<file path="src/rtl/sram_ctl_pkg.sv">
`timescale 1ns/1ps
package sram_ctl_pkg;

  typedef enum logic [2:0] {
    ST_IDLE       = 3'd0,
    ST_RD_WAIT    = 3'd1,
    ST_RD_CAP     = 3'd2,
    ST_WR_SETUP   = 3'd3,
    ST_WR_PULSE   = 3'd4,
    ST_WR_RECOVER = 3'd5,
    ST_TURN       = 3'd6
  } ctl_state_e;

  // whole cycles covering a time in picoseconds
  function automatic int unsigned cyc_ceil(input int unsigned t_ps, input int unsigned clk_ps);
    return (t_ps + clk_ps - 1) / clk_ps;
  endfunction

  function automatic int unsigned umax(input int unsigned a, input int unsigned b);
    return (a > b) ? a : b;
  endfunction

endpackage

</file>
<file path="src/rtl/sram_ctl_timer.sv">
`timescale 1ns/1ps
module sram_ctl_timer #(
  parameter int unsigned CW = 2
) (
  input  logic          clk,
  input  logic          rst_n,
  input  logic          load,
  input  logic [CW-1:0] load_val,
  output logic          done
);

  logic [CW-1:0] cnt_q;
  logic [CW-1:0] cnt_d;
  logic          cnt_en;

  always_comb begin
    cnt_en = load || (cnt_q != '0);
    cnt_d  = load ? load_val : (cnt_q - CW'(1));
  end

  always_ff @(posedge clk or negedge rst_n) begin
    if (!rst_n) begin
      cnt_q <= '0;
    end else if (cnt_en) begin
      cnt_q <= cnt_d;
    end
  end

  assign done = (cnt_q == '0);

endmodule

</file>
<file path="src/rtl/sram_ctl_fsm.sv">
`timescale 1ns/1ps
module sram_ctl_fsm
  import sram_ctl_pkg::*;
#(
  parameter int unsigned CW     = 2,
  parameter int unsigned RD_CYC = 2,
  parameter int unsigned WP_CYC = 2,
  parameter int unsigned TA_CYC = 1
) (
  input  logic          clk,
  input  logic          rst_n,
  input  logic          req_valid,
  input  logic          req_write,
  input  logic          tmr_done,
  output ctl_state_e    state,
  output ctl_state_e    state_n,
  output logic          accept,
  output logic          tmr_load,
  output logic [CW-1:0] tmr_val,
  output logic          req_ready
);

  localparam logic [CW-1:0] RD_LOAD = CW'(RD_CYC - 1);
  localparam logic [CW-1:0] WP_LOAD = CW'(WP_CYC - 1);
  localparam logic [CW-1:0] TA_LOAD = CW'(TA_CYC - 1);

  ctl_state_e state_q;
  logic       ready_q;

  assign accept = req_valid && ready_q && (state_q == ST_IDLE);

  // next-state process
  always_comb begin
    state_n = state_q;
    unique case (state_q)
      ST_IDLE:       if (accept) state_n = req_write ? ST_WR_SETUP : ST_RD_WAIT;
      ST_RD_WAIT:    if (tmr_done) state_n = ST_RD_CAP;
      ST_RD_CAP:     state_n = ST_TURN;
      ST_TURN:       if (tmr_done) state_n = ST_IDLE;
      ST_WR_SETUP:   state_n = ST_WR_PULSE;
      ST_WR_PULSE:   if (tmr_done) state_n = ST_WR_RECOVER;
      ST_WR_RECOVER: state_n = ST_IDLE;
      default:       state_n = ST_IDLE;
    endcase
  end

  // interval timer is reloaded on every state change
  always_comb begin
    tmr_load = (state_n != state_q);
    unique case (state_n)
      ST_RD_WAIT:  tmr_val = RD_LOAD;
      ST_WR_PULSE: tmr_val = WP_LOAD;
      ST_TURN:     tmr_val = TA_LOAD;
      default:     tmr_val = '0;
    endcase
  end

  // register process
  always_ff @(posedge clk or negedge rst_n) begin
    if (!rst_n) begin
      state_q <= ST_IDLE;
      ready_q <= 1'b0;
    end else begin
      state_q <= state_n;
      ready_q <= (state_n == ST_IDLE);
    end
  end

  assign state     = state_q;
  assign req_ready = ready_q;

  p_accept_drops_ready_r2: assert property (@(posedge clk) disable iff (!rst_n)
    accept |=> !req_ready);
  p_ready_only_idle_r2: assert property (@(posedge clk) disable iff (!rst_n)
    req_ready |-> (state_q == ST_IDLE));
  p_cap_follows_wait_r3: assert property (@(posedge clk) disable iff (!rst_n)
    (state_q == ST_RD_CAP) |-> ($past(state_q) == ST_RD_WAIT));

endmodule

</file>
<file path="src/rtl/sram_ctl_pins.sv">
`timescale 1ns/1ps
module sram_ctl_pins
  import sram_ctl_pkg::*;
#(
  parameter int unsigned AW = 19,
  parameter int unsigned DW = 16
) (
  input  logic          clk,
  input  logic          rst_n,
  input  ctl_state_e    state,
  input  ctl_state_e    state_n,
  input  logic          accept,
  input  logic [AW-1:0] req_addr,
  input  logic [DW-1:0] req_wdata,
  input  logic [DW-1:0] mem_dq_in,
  output logic [AW-1:0] mem_addr,
  output logic          mem_ce_n,
  output logic          mem_oe_n,
  output logic          mem_we_n,
  output logic [DW-1:0] mem_dq_out,
  output logic          mem_dq_oe,
  output logic          rsp_valid,
  output logic [DW-1:0] rsp_rdata
);

  logic ce_d, oe_d, we_d, drv_d, cap_en;
  logic ce_n_q, oe_n_q, we_n_q, drv_q, rsp_v_q;
  logic [AW-1:0] addr_q;
  logic [DW-1:0] wdata_q, rdata_q;

  // pin levels for the coming state, registered below so they are glitch free
  always_comb begin
    ce_d   = state_n inside {ST_RD_WAIT, ST_RD_CAP, ST_WR_SETUP, ST_WR_PULSE, ST_WR_RECOVER};
    oe_d   = state_n inside {ST_RD_WAIT, ST_RD_CAP};
    we_d   = (state_n == ST_WR_PULSE);
    drv_d  = state_n inside {ST_WR_SETUP, ST_WR_PULSE, ST_WR_RECOVER};
    cap_en = (state == ST_RD_CAP);
  end

  always_ff @(posedge clk or negedge rst_n) begin
    if (!rst_n) begin
      ce_n_q  <= 1'b1;
      oe_n_q  <= 1'b1;
      we_n_q  <= 1'b1;
      drv_q   <= 1'b0;
      rsp_v_q <= 1'b0;
    end else begin
      ce_n_q  <= !ce_d;
      oe_n_q  <= !oe_d;
      we_n_q  <= !we_d;
      drv_q   <= drv_d;
      rsp_v_q <= cap_en;
    end
  end

  always_ff @(posedge clk or negedge rst_n) begin
    if (!rst_n) begin
      addr_q  <= '0;
      wdata_q <= '0;
    end else if (accept) begin
      addr_q  <= req_addr;
      wdata_q <= req_wdata;
    end
  end

  always_ff @(posedge clk or negedge rst_n) begin
    if (!rst_n) begin
      rdata_q <= '0;
    end else if (cap_en) begin
      rdata_q <= mem_dq_in;
    end
  end

  assign mem_addr   = addr_q;
  assign mem_ce_n   = ce_n_q;
  assign mem_oe_n   = oe_n_q;
  assign mem_we_n   = we_n_q;
  assign mem_dq_out = wdata_q;
  assign mem_dq_oe  = drv_q;
  assign rsp_valid  = rsp_v_q;
  assign rsp_rdata  = rdata_q;

  p_we_oe_excl_r8: assert property (@(posedge clk) disable iff (!rst_n)
    !(!mem_we_n && !mem_oe_n));
  p_we_inside_ce_r5: assert property (@(posedge clk) disable iff (!rst_n)
    !mem_we_n |-> !mem_ce_n);
  p_ce_leads_we_r5: assert property (@(posedge clk) disable iff (!rst_n)
    $fell(mem_we_n) |-> !$past(mem_ce_n));
  p_drive_covers_we_r6: assert property (@(posedge clk) disable iff (!rst_n)
    !mem_we_n |-> mem_dq_oe);
  p_drive_after_we_r6: assert property (@(posedge clk) disable iff (!rst_n)
    $rose(mem_we_n) |-> mem_dq_oe);
  p_hold_while_drive_r6: assert property (@(posedge clk) disable iff (!rst_n)
    (mem_dq_oe && $past(mem_dq_oe)) |-> ($stable(mem_dq_out) && $stable(mem_addr)));
  p_no_drive_on_read_r4: assert property (@(posedge clk) disable iff (!rst_n)
    mem_dq_oe |-> mem_oe_n);
  p_addr_hold_read_r3: assert property (@(posedge clk) disable iff (!rst_n)
    (!mem_oe_n && $past(!mem_oe_n)) |-> $stable(mem_addr));
  p_rsp_pulse_r3: assert property (@(posedge clk) disable iff (!rst_n)
    rsp_valid |=> !rsp_valid);

endmodule

</file>
<file path="src/rtl/sram_ctl.sv">
`timescale 1ns/1ps
module sram_ctl
  import sram_ctl_pkg::*;
#(
  parameter int unsigned AW       = 19,
  parameter int unsigned DW       = 16,
  parameter int unsigned CLK_PS   = 10000,
  parameter int unsigned T_ACC_PS = 15000,
  parameter int unsigned T_OE_PS  = 7000,
  parameter int unsigned T_WP_PS  = 10000,
  parameter int unsigned T_DS_PS  = 7000,
  parameter int unsigned T_AW_PS  = 10000,
  parameter int unsigned T_REL_PS = 7000
) (
  input  logic          clk,
  input  logic          rst_n,
  input  logic          req_valid,
  output logic          req_ready,
  input  logic          req_write,
  input  logic [AW-1:0] req_addr,
  input  logic [DW-1:0] req_wdata,
  output logic          rsp_valid,
  output logic [DW-1:0] rsp_rdata,
  output logic [AW-1:0] mem_addr,
  output logic          mem_ce_n,
  output logic          mem_oe_n,
  output logic          mem_we_n,
  output logic [DW-1:0] mem_dq_out,
  output logic          mem_dq_oe,
  input  logic [DW-1:0] mem_dq_in
);

  localparam int unsigned RD_CYC  = umax(1, umax(cyc_ceil(T_ACC_PS, CLK_PS), cyc_ceil(T_OE_PS, CLK_PS)));
  localparam int unsigned WP_CYC  = umax(1, umax(cyc_ceil(T_WP_PS, CLK_PS),
                                         umax(cyc_ceil(T_DS_PS, CLK_PS), cyc_ceil(T_AW_PS, CLK_PS))));
  localparam int unsigned TA_CYC  = umax(1, cyc_ceil(T_REL_PS, CLK_PS));
  localparam int unsigned MAX_CYC = umax(RD_CYC, umax(WP_CYC, TA_CYC));
  localparam int unsigned CW      = umax(1, $clog2(MAX_CYC + 1));

  // asynchronous assertion, synchronous release
  logic rst_s1, rst_sync_n;
  always_ff @(posedge clk or negedge rst_n) begin
    if (!rst_n) begin
      rst_s1     <= 1'b0;
      rst_sync_n <= 1'b0;
    end else begin
      rst_s1     <= 1'b1;
      rst_sync_n <= rst_s1;
    end
  end

  ctl_state_e    state, state_n;
  logic          accept, tmr_load, tmr_done;
  logic [CW-1:0] tmr_val;

  sram_ctl_fsm #(
    .CW(CW), .RD_CYC(RD_CYC), .WP_CYC(WP_CYC), .TA_CYC(TA_CYC)
  ) u_fsm (
    .clk       (clk),
    .rst_n     (rst_sync_n),
    .req_valid (req_valid),
    .req_write (req_write),
    .tmr_done  (tmr_done),
    .state     (state),
    .state_n   (state_n),
    .accept    (accept),
    .tmr_load  (tmr_load),
    .tmr_val   (tmr_val),
    .req_ready (req_ready)
  );

  sram_ctl_timer #(.CW(CW)) u_timer (
    .clk      (clk),
    .rst_n    (rst_sync_n),
    .load     (tmr_load),
    .load_val (tmr_val),
    .done     (tmr_done)
  );

  sram_ctl_pins #(.AW(AW), .DW(DW)) u_pins (
    .clk        (clk),
    .rst_n      (rst_sync_n),
    .state      (state),
    .state_n    (state_n),
    .accept     (accept),
    .req_addr   (req_addr),
    .req_wdata  (req_wdata),
    .mem_dq_in  (mem_dq_in),
    .mem_addr   (mem_addr),
    .mem_ce_n   (mem_ce_n),
    .mem_oe_n   (mem_oe_n),
    .mem_we_n   (mem_we_n),
    .mem_dq_out (mem_dq_out),
    .mem_dq_oe  (mem_dq_oe),
    .rsp_valid  (rsp_valid),
    .rsp_rdata  (rsp_rdata)
  );

  p_idle_pins_r1: assert property (@(posedge clk) disable iff (!rst_sync_n)
    req_ready |-> (mem_ce_n && mem_oe_n && mem_we_n && !mem_dq_oe));

endmodule

</file>
<file path="config.mk">
export PLATFORM = sky130hd
export DESIGN_NAME = sram_ctl
export DESIGN_NICKNAME = d
export VERILOG_FILES = /design/src/rtl/sram_ctl_pkg.sv /design/src/rtl/sram_ctl_timer.sv /design/src/rtl/sram_ctl_fsm.sv /design/src/rtl/sram_ctl_pins.sv /design/src/rtl/sram_ctl.sv
export SDC_FILE = /design/constraint.sdc
export NUM_CORES = 1
export LEC_CHECK = 0
export ABC_AREA = 1
export ABC_CLOCK_PERIOD_IN_PS = 2200
export BUFFER_PORTS_ARGS = -buffer_cell sky130_fd_sc_hd__buf_2
export CORE_ASPECT_RATIO = 0.5
export CORE_UTILIZATION = 47
export CTS_CLUSTER_DIAMETER = 150
export CTS_CLUSTER_SIZE = 20
export DETAILED_ROUTE_END_ITERATION = 10
export MAX_ROUTING_LAYER = met4
export PLACE_DENSITY = 0.79
export RECOVER_POWER = 100
export SYNTH_ARGS = -nofsm -noshare
export SYNTH_HDL_FRONTEND = slang
export SYNTH_SLANG_ARGS = --single-unit
export TNS_END_PERCENT = 20
</file>
<file path="constraint.sdc">
create_clock -name clk -period 2.2 [get_ports clk]
set_input_delay 0.22 -clock clk [delete_from_list [all_inputs] [get_ports clk]]
set_output_delay 0.22 -clock clk [all_outputs]
set_load 0.01 [all_outputs]
</file>
# Yosys cells after proc, flatten, opt, wreduce, memory -nomap -nowiden

Index checks and enable logic that the tools add are counted.

Register bits after elaboration: 64
Bits in latches: 0
Memory bits (writable): 0
ROM bits: 0
Bits of input ports: 55
Output and inout bits: 57
Logic and storage cells: 46
Memories kept: 0

Add/subtract/negate cells: 1
Multiply operators: 0
Div/mod/pow operators: 0
Order comparisons: 0
Eq/ne operators: 11
Shift operators: 0
Mux-type cells: 8
Bitwise gates (word level): 0
Reduce and logical (&&, ||, !) cells: 13

Operator list:

| cell                                              | number |
|---|---|
| case mux 3 bit (6 select lines)                   | 1 |
| == test 3 x 2 -> 1 bit (second input constant)    | 4 |
| == test 3 bit (second input constant)             | 4 |
| two-way mux 3 bit                                 | 4 |
| == test 3 x 1 -> 1 bit (second input constant)    | 2 |
| logical NOT 3 bit                                 | 2 |
| nonzero test 5 bit                                | 1 |
| two-way mux 2 bit                                 | 2 |
| nonzero test 2 bit                                | 2 |
| logical NOT 1 bit                                 | 3 |
| != test 3 bit                                     | 1 |
| nonzero test 3 bit                                | 1 |
| logical AND 1 bit                                 | 2 |
| logical NOT 2 bit                                 | 1 |
| subtractor 2 x 1 -> 2 bit (second input constant) | 1 |
| logical OR 1 bit                                  | 1 |
| two-way mux 1 bit                                 | 1 |

# Depth between registers and ports, before layout

Gate-level depths: netlist of run 1.

Depth after elaboration: 7
Gate-level depth with buffers: 10
Depth with buffers taken out: 10

# Cells and area by module

A second synthesis of run 1 with hierarchy kept.

Cells, all modules: 295
Area total of the unflattened synthesis: 2622.5 um2

By module, submodules not included:

| module         | times used | cells an instance | area an instance (um2) | seq. area each (um2) |
|---|---|---|---|---|
| sram_ctl_pins  | 1          | 235               | 2177.1                 | 1405.1 |
| sram_ctl_fsm   | 1          | 40                | 271.5                  | 100.1 |
| sram_ctl_timer | 1          | 17                | 120.1                  | 50.0 |
| sram_ctl       | 1          | 3                 | 53.8                   | 50.0 |

# Least setup slack after synthesis of run 1

OpenSTA, ideal clock, no wires.

Path type: reg2reg
Start: reg u_fsm.state_q[0], in the netlist u_fsm.state[0]
End: reg u_pins.addr_q[10], in the netlist u_pins.mem_addr[10]
Library setup time: 0.125 ns
Data arrival time: 1.254 ns
Required time: 2.075 ns
Setup slack: 0.821 ns
Stages on the path, launching flop included: 5
Buffers on the path: 1
Clock period less this slack: 1.379 ns
Cells stage by stage: dfrtp_1 -> nor2_1 -> nand3_4 -> buf_6 -> mux2_4

Cells in the longest elaborated chain, start to end: 2

Ends and longest elaborated chain:

| what                   | RTL line            | text |
|---|---|---|
| from (decl)            | sram_ctl_fsm.sv:27  | `ctl_state_e state_q;` |
| from (signal assigned) | sram_ctl_fsm.sv:64  | `state_q <= state_n;` |
| logical NOT 3 bit      | sram_ctl_fsm.sv:30  | `assign accept = req_valid && ready_q && (state_q == ST_IDLE);` |
| logical AND 1 bit      | sram_ctl_fsm.sv:30  |  |
| to (signal assigned)   | sram_ctl_pins.sv:61 | `addr_q <= req_addr;` |
| to (decl)              | sram_ctl_pins.sv:28 | `logic [AW-1:0] addr_q;` |

Every way passes these cells.
A chain may end at the register's enable or synchronous reset.

# Worst setup path in the final report of run 1

Start: reg u_fsm.state_q[0], in the netlist u_fsm.state[0]
End: reg u_pins.rdata_q[7], in the netlist u_pins.rsp_rdata[7]

Cells in the longest elaborated chain, start to end: 1

Ends and longest elaborated chain:

| what                   | RTL line            | text |
|---|---|---|
| == test 3 x 2 -> 1 bit | sram_ctl_pins.sv:37 | `cap_en = (state == ST_RD_CAP);` |
| to (signal assigned)   | sram_ctl_pins.sv:70 | `rdata_q <= mem_dq_in;` |
| to (decl)              | sram_ctl_pins.sv:29 | `logic [DW-1:0] wdata_q, rdata_q;` |

Every way passes these cells.

==> metrics.txt, run 1 <==
Antenna Cells=0; Final min period=~1900 ps; R2R cell count=7; Slew headroom=0.2977; setup_tns=0 ps; grt met2 use=0.3720; cell repeated most along the worst path=nand2_1; Critical R2R Capture=u_pins.rsp_rdata[7]; H-Tree Depth=3; CP endpoint kind=flop; Post-DP HPWL=approximately 4100 um; largest net degree at the start of global routing=39; placed instance area=approximately 3200 um^2; RSZ-0062 raised after global routing=no; Min-Delay Path Class=in2reg; clk slew on worst S/H paths=~80 ps; later-pin clock latency in the skew report=roughly 340 ps; grt met3 use=0.06667; Num CTS Buffers=9; max cap viols=0; status=finished, final reports clean; fin crit share=0.8787; overall routed net length=between 5000 and 6000 um; DR DRC count=0; Netlist cell types=21; flops & latches, synth=64; Critical Path Source Type=flop; hold path startpoint=mem_dq_in[15]; Buffers on Ports=between 100 and 150; via count=1884; I/O pins=112; Pwr Density=about 1500 nW/um^2; worst-path cell chain=inv_1, nand2_1, nor2_2, clkbuf_1, inv_2, nand2_1, nand2_1; Slew @ Worst Pin=between 1000 and 1500 ps; GRT met1 Usage=0.2163; WP data required=2420 ps; first-pass GRT wire length=~8600 um; Fillers=about 460; CTS max path bufs=2; R2R Setup Slk=approximately 270 ps; Setup Skew=~11 ps; Seq/Total Area, Yosys=0.6189; Slowest Stage Delay on Critical Path=around 590 ps; Slew Limit Fails=0; CTS tree=yes; Rows=18; Routed wire per std cell=around 14 um; WS Path Type=reg2reg; Hold Path Depth=3; Final GP Congestion=~0.90; post-cts resize count=0; r2r startpoint=u_fsm.state[0]; Layout area overhead=27.21%; die width=approximately 110 um; layout cells sized above 1=0.2545; Top Usage Layer GRT=met2; first drt pass iteration count=4; antenna viol nets, final=0; commonest non-fill, non-tap cell in the layout=dfrtp_1; yosys warns=0; Mapped Nets=260; final instance area=between 3000 and 4000 um^2; Core Footprint=5112 um^2; gr usage total=0.2056; grt total ovfl=0; CP max stage cell=clkbuf_1; Syn Inst Count=204; Root Buffer=clkbuf_8; maximum fanout along the worst path=18; mapped cell area=2594 um^2; Peak Freq=a little over 500 MHz; CTS sink cnt=64; CP Data Arrival Time=between 2000 and 2500 ps; Max VDD drop=between 0.5 and 0.6 mV; Leak=0.001636 uW; Initial Util=0.5073; Mapped Avg Cell Area=12.71 um^2; Final setup viols=0; most frequent cells in the layout=61 x dfrtp_1, 60 x nand2_1, 60 x clkbuf_1, 54 x buf_2, 28 x mux2_1; DIE AREA=between 5000 and 6000 um^2; Hold Path Sink=u_pins.rsp_rdata[15]; Starting DRT DRC Count=52; final hold vios=0; vias in the first global route=between 1500 and 2000; die height=about 55 um; initial antenna violation count=0; Layout Nets=about 380; via/cell ratio=4.710
[flip-flops by register name, summed over array words and instances (netlist names)]
signal,flops
u_timer.cnt_q,2
u_pins.rsp_rdata,16
u_fsm.state,3
u_pins.rsp_valid,1
u_fsm.req_ready,1
rst_s1,1
rst_sync_n,1
u_pins.mem_dq_out,16
u_pins.mem_ce_n,1
u_pins.mem_addr,19
u_pins.mem_we_n,1
u_pins.mem_oe_n,1
u_pins.mem_dq_oe,1
[Yosys cell counts]
cell     number  area share
buf_2         2      0.0039
conb_1        1      0.0014
nor2_1        9       0.013
nor2_2        1      0.0024
a21oi_1       2      0.0039
nand4_1       2      0.0048
inv_1         8       0.012
buf_6         3       0.013
nand2_1      60       0.087
dfstp_2       3       0.030
inv_2         1      0.0014
mux2_4       30        0.17
nand3_1       9       0.017
o21ai_0       2      0.0039
ha_1          1      0.0048
mux2_2        5       0.022
o21a_1        1      0.0029
dfrtp_1      61        0.59
nand3_4       1      0.0068
xnor2_1       1      0.0034
nor2_4        1      0.0043
[what timing repair did]
action / CTS / global route
buffers inserted: 0 / 0
hold buffers: 1 / 0
endpoints found under the setup margin: 0 / 0
hold endpoints to repair: 2 / 0
[worst max-delay path, delay by kind of cell, from the launching register on]
| family | cells | cell delay (ps) |
|---|---|---|
| flip-flops | 1 | 430 |
| buffers and inverters | 3 | 1030 |
| AND/OR/NAND/NOR | 4 | 350 |
[kinds of logic (layout without fill, tap and decap cells)]
| family | after synthesis | count (layout) | synth area share |
|---|---|---|---|
| adder cells (fa/ha/maj) | 1 | 1 | 0.004823 |
| XOR/XNOR | 1 | 1 | 0.003377 |
| other | 1 | 1 | 0.001446 |
| AND/OR/NAND/NOR | 83 | 83 | 0.1356 |
| multiplexers | 35 | 35 | 0.1954 |
| buffers and inverters | 14 | 140 | 0.02991 |
| flip-flops | 64 | 64 | 0.6189 |
| AO/OA/AOI/OAI | 5 | 5 | 0.01061 |
[final cells by class]
cell class / count / area [um^2] / area share
clock buffers: 11 / 141.4 / 0.04285
clock inverters: 5 / 103.9 / 0.03148
inverters: 9 / 33.78 / 0.01024
multi-input cells: 126 / 805.8 / 0.2442
flip-flops and latches: 64 / 1605 / 0.4865
well taps: 70 / 87.58 / 0.02655
repair buffers: 115 / 521.8 / 0.1581
[power breakdown]
| part | switching [uW] | leakage [uW] | internal, uW |
|---|---|---|---|
| logic | 1020 | 0.000738 | 680 |
| registers | 344 | 0.000775 | 1750 |
| clock network | 451 | 0.000124 | 784 |
[per-layer routing]
metal	vias up	wire, um
li1	911	-
met1	925	2365
met2	39	3002
met3	9	232
met4	0	68
met5	-	0
[stage by stage]
stage	hold WS (ps)	std cells	setup slack, ps	utilization	power (uW)
final	74.87	400	266.9	0.6454	5038
after global routing	69.25	400	129.0	0.6454	5364
after CTS	66.18	400	364.6	0.6840	5472
after detailed placement	7.373	383	365.8	0.6341	4216
after global placement	6.066	383	437.8	0.6341	4101
after floorplan	-75.59	204	291.3	-	3406
[worst max path at each step]
stage                         from                   end  slack (ps)  depth (start not counted)
floorplan               rst_sync_n       u_fsm.req_ready         290                          0
global placement    u_fsm.state[0]   u_pins.mem_addr[18]         440                          4
detailed placement  u_fsm.state[0]   u_pins.mem_addr[18]         370                          4
CTS                 u_fsm.state[0]  u_pins.mem_dq_out[1]         360                          4
global route        u_fsm.state[0]  u_pins.rsp_rdata[13]         130                          7
finish              u_fsm.state[0]   u_pins.rsp_rdata[7]         270                          7
Note: power is estimated with default switching activity, not from simulation.
==> run 2: changes to the inputs <==
--- a/config.mk
+++ b/config.mk
@@ -8,13 +8,15 @@
 export ABC_AREA = 1
 export ABC_CLOCK_PERIOD_IN_PS = 2200
 export BUFFER_PORTS_ARGS = -buffer_cell sky130_fd_sc_hd__buf_2
+export CELL_PAD_IN_SITES_DETAIL_PLACEMENT = 0
+export CELL_PAD_IN_SITES_GLOBAL_PLACEMENT = 2
 export CORE_ASPECT_RATIO = 0.5
-export CORE_UTILIZATION = 47
+export CORE_UTILIZATION = 29
 export CTS_CLUSTER_DIAMETER = 150
 export CTS_CLUSTER_SIZE = 20
 export DETAILED_ROUTE_END_ITERATION = 10
 export MAX_ROUTING_LAYER = met4
-export PLACE_DENSITY = 0.79
+export PLACE_DENSITY_LB_ADDON = 0.1
 export RECOVER_POWER = 100
 export SYNTH_ARGS = -nofsm -noshare
 export SYNTH_HDL_FRONTEND = slang
==> metrics.txt, run 2 (synthesized netlist as in run 1, its figures left out) <==
Rows=23; max cap viols=0; worst hold slack=between 90 and 100 ps; Root Buffer=clkbuf_16; R2R Setup Slk=around 450 ps; hold path startpoint=mem_dq_in[1]; fin crit share=0.7946; final hold vios=0; Hold Path Depth=3; CTS sink cnt=64; Max VDD drop=about 0.44 mV; initial antenna violation count=0; Post-DP HPWL=4147 um; number of flip-flops in the largest register=19; vias in the first global route=around 1800; CP Data Arrival Time=slightly below 2000 ps; FF/Latch Area=1607 um^2; Critical R2R Capture=u_pins.mem_dq_out[8]; WP data required=between 2000 and 2500 ps; DIE AREA=between 9000 and 10000 um^2; r2r startpoint=u_fsm.state[0]; Leak=0.001660 uW; Comb pwr share=0.327; Setup Skew=around 4.6 ps; later-pin clock latency in the skew report=~320 ps; Multi-input gate area=about 800 um^2; Critical Path Source Type=flop; Final min period=between 1500 and 2000 ps; via count=1851; Pwr Density=1518 nW/um^2; die width=roughly 140 um; Peak Freq=572.0 MHz; gr usage total=0.1331; largest net degree at the start of global routing=35; Initial Util=0.3119; Slew headroom=0.4042; post-cts resize count=0; Final setup viols=0; Clock Power Share=0.276; maximum fanout along the worst path=25; CTS max path bufs=2; die height=roughly 69 um; Final GP Congestion=slightly below 0.8; Net Sw Frac=0.3504; Min-Delay Path Class=in2reg; status=finished, final reports clean; Layout Nets=between 300 and 400; DR DRC count=0; setup_tns=0 ps; Core Footprint=approximately 8300 um^2; RSZ-0062 raised after global routing=no; H-Tree Depth=3; Sequential Power Share=0.397; Fillers=about 880; Slew Limit Fails=0; layout cells sized above 1=0.2598; clk slew on worst S/H paths=~50 ps; first-pass GRT wire length=8721 um; Num CTS Buffers=9; R2R cell count=4; overall routed net length=5671 um; I/O pins=approximately 110; most frequent cells in the layout=60 x nand2_1, 60 x dfrtp_1, 58 x clkbuf_1, 53 x buf_2, 29 x mux2_1; via/cell ratio=4.178; first drt pass iteration count=4; Buffers on Ports=111; post-CTS setup buffers=0; Hold Path Sink=u_pins.rsp_rdata[1]; antenna viol nets, final=0; CP endpoint kind=flop; P_int=around 3400 uW; Antenna Cells=0; WS Path Type=reg2reg; Slew @ Worst Pin=893.7 ps; CTS tree=yes; Layout area overhead=31.50%; Routed wire per std cell=12.80 um; grt total ovfl=0; Starting DRT DRC Count=between 50 and 60; Psw=roughly 1800 uW
run 2: cell types whose count changed in the layout (fill, tap and decap cells not counted), sizes merged:
cell / previous run / this run
clkbuf: 70 / 71
clkinvlp: 0 / 2
bufinv: 3 / 1
run 2: timing repair:
action,in CTS,in global routing
endpoints found under the setup margin,0,0
endpoints found under the hold margin,2,0
hold buffers,1,0
run 2: layout make-up:
type / count / area share
well taps: 112 / 0.04109
repair buffers: 116 / 0.1526
clock inverters: 5 / 0.01614
multi-input cells: 126 / 0.2351
flip-flops and latches: 64 / 0.4710
inverters: 9 / 0.009905
clock buffers: 11 / 0.07410
run 2: through the flow:
step           cells  area (um^2)  worst slack, ps  utilization  total power [uW]
6_report         443         3411            451.8       0.4101              5177
5_1_grt          443         3411            320.5       0.4101              5579
3_3_place_gp     426         3289            588.6       0.3955              4160
3_5_place_dp     426         3289            550.5       0.3955              4196
4_1_cts          443         3607            546.3       0.4337              5680
2_1_floorplan    204         2594            291.3            -              3406
run 2: how the worst max path moves through the flow:
stage,cells past startpoint,end,slack [ps],start
global placement,4,u_pins.mem_dq_out[13],590,u_fsm.state[0]
finish,4,u_pins.mem_dq_out[8],450,u_fsm.state[0]
global route,4,u_pins.mem_addr[7],320,u_fsm.state[0]
CTS,4,u_pins.mem_addr[8],550,u_fsm.state[0]
floorplan,0,u_fsm.req_ready,290,rst_sync_n
detailed placement,4,u_pins.mem_addr[8],550,u_fsm.state[0]
run 2: power groups by stage:
stage / registers, uW / logic, uW / clock network, uW
after detailed placement: 2060 / 2140 / 0
after CTS: 2050 / 2140 / 1490
final: 2060 / 1690 / 1430
after global routing: 2130 / 1910 / 1540
after global placement: 2050 / 2110 / 0
after floorplan: 2330 / 1080 / 0
run 2: critical path, cell delays in order (launching register included):
cell and delay, ps:
dfrtp_1 430, nor2_1 230, nand3_4 220, clkbuf_4 350, mux2_1 380
run 2: layer usage:
metal / global-route usage / up-vias / routed length (um)
met5: - / - / 0
met4: 0.04213 / 0 / 29
met3: 0.06360 / 4 / 417
met2: 0.2034 / 57 / 2709
met1: 0.1557 / 880 / 2515
li1: - / 910 / -
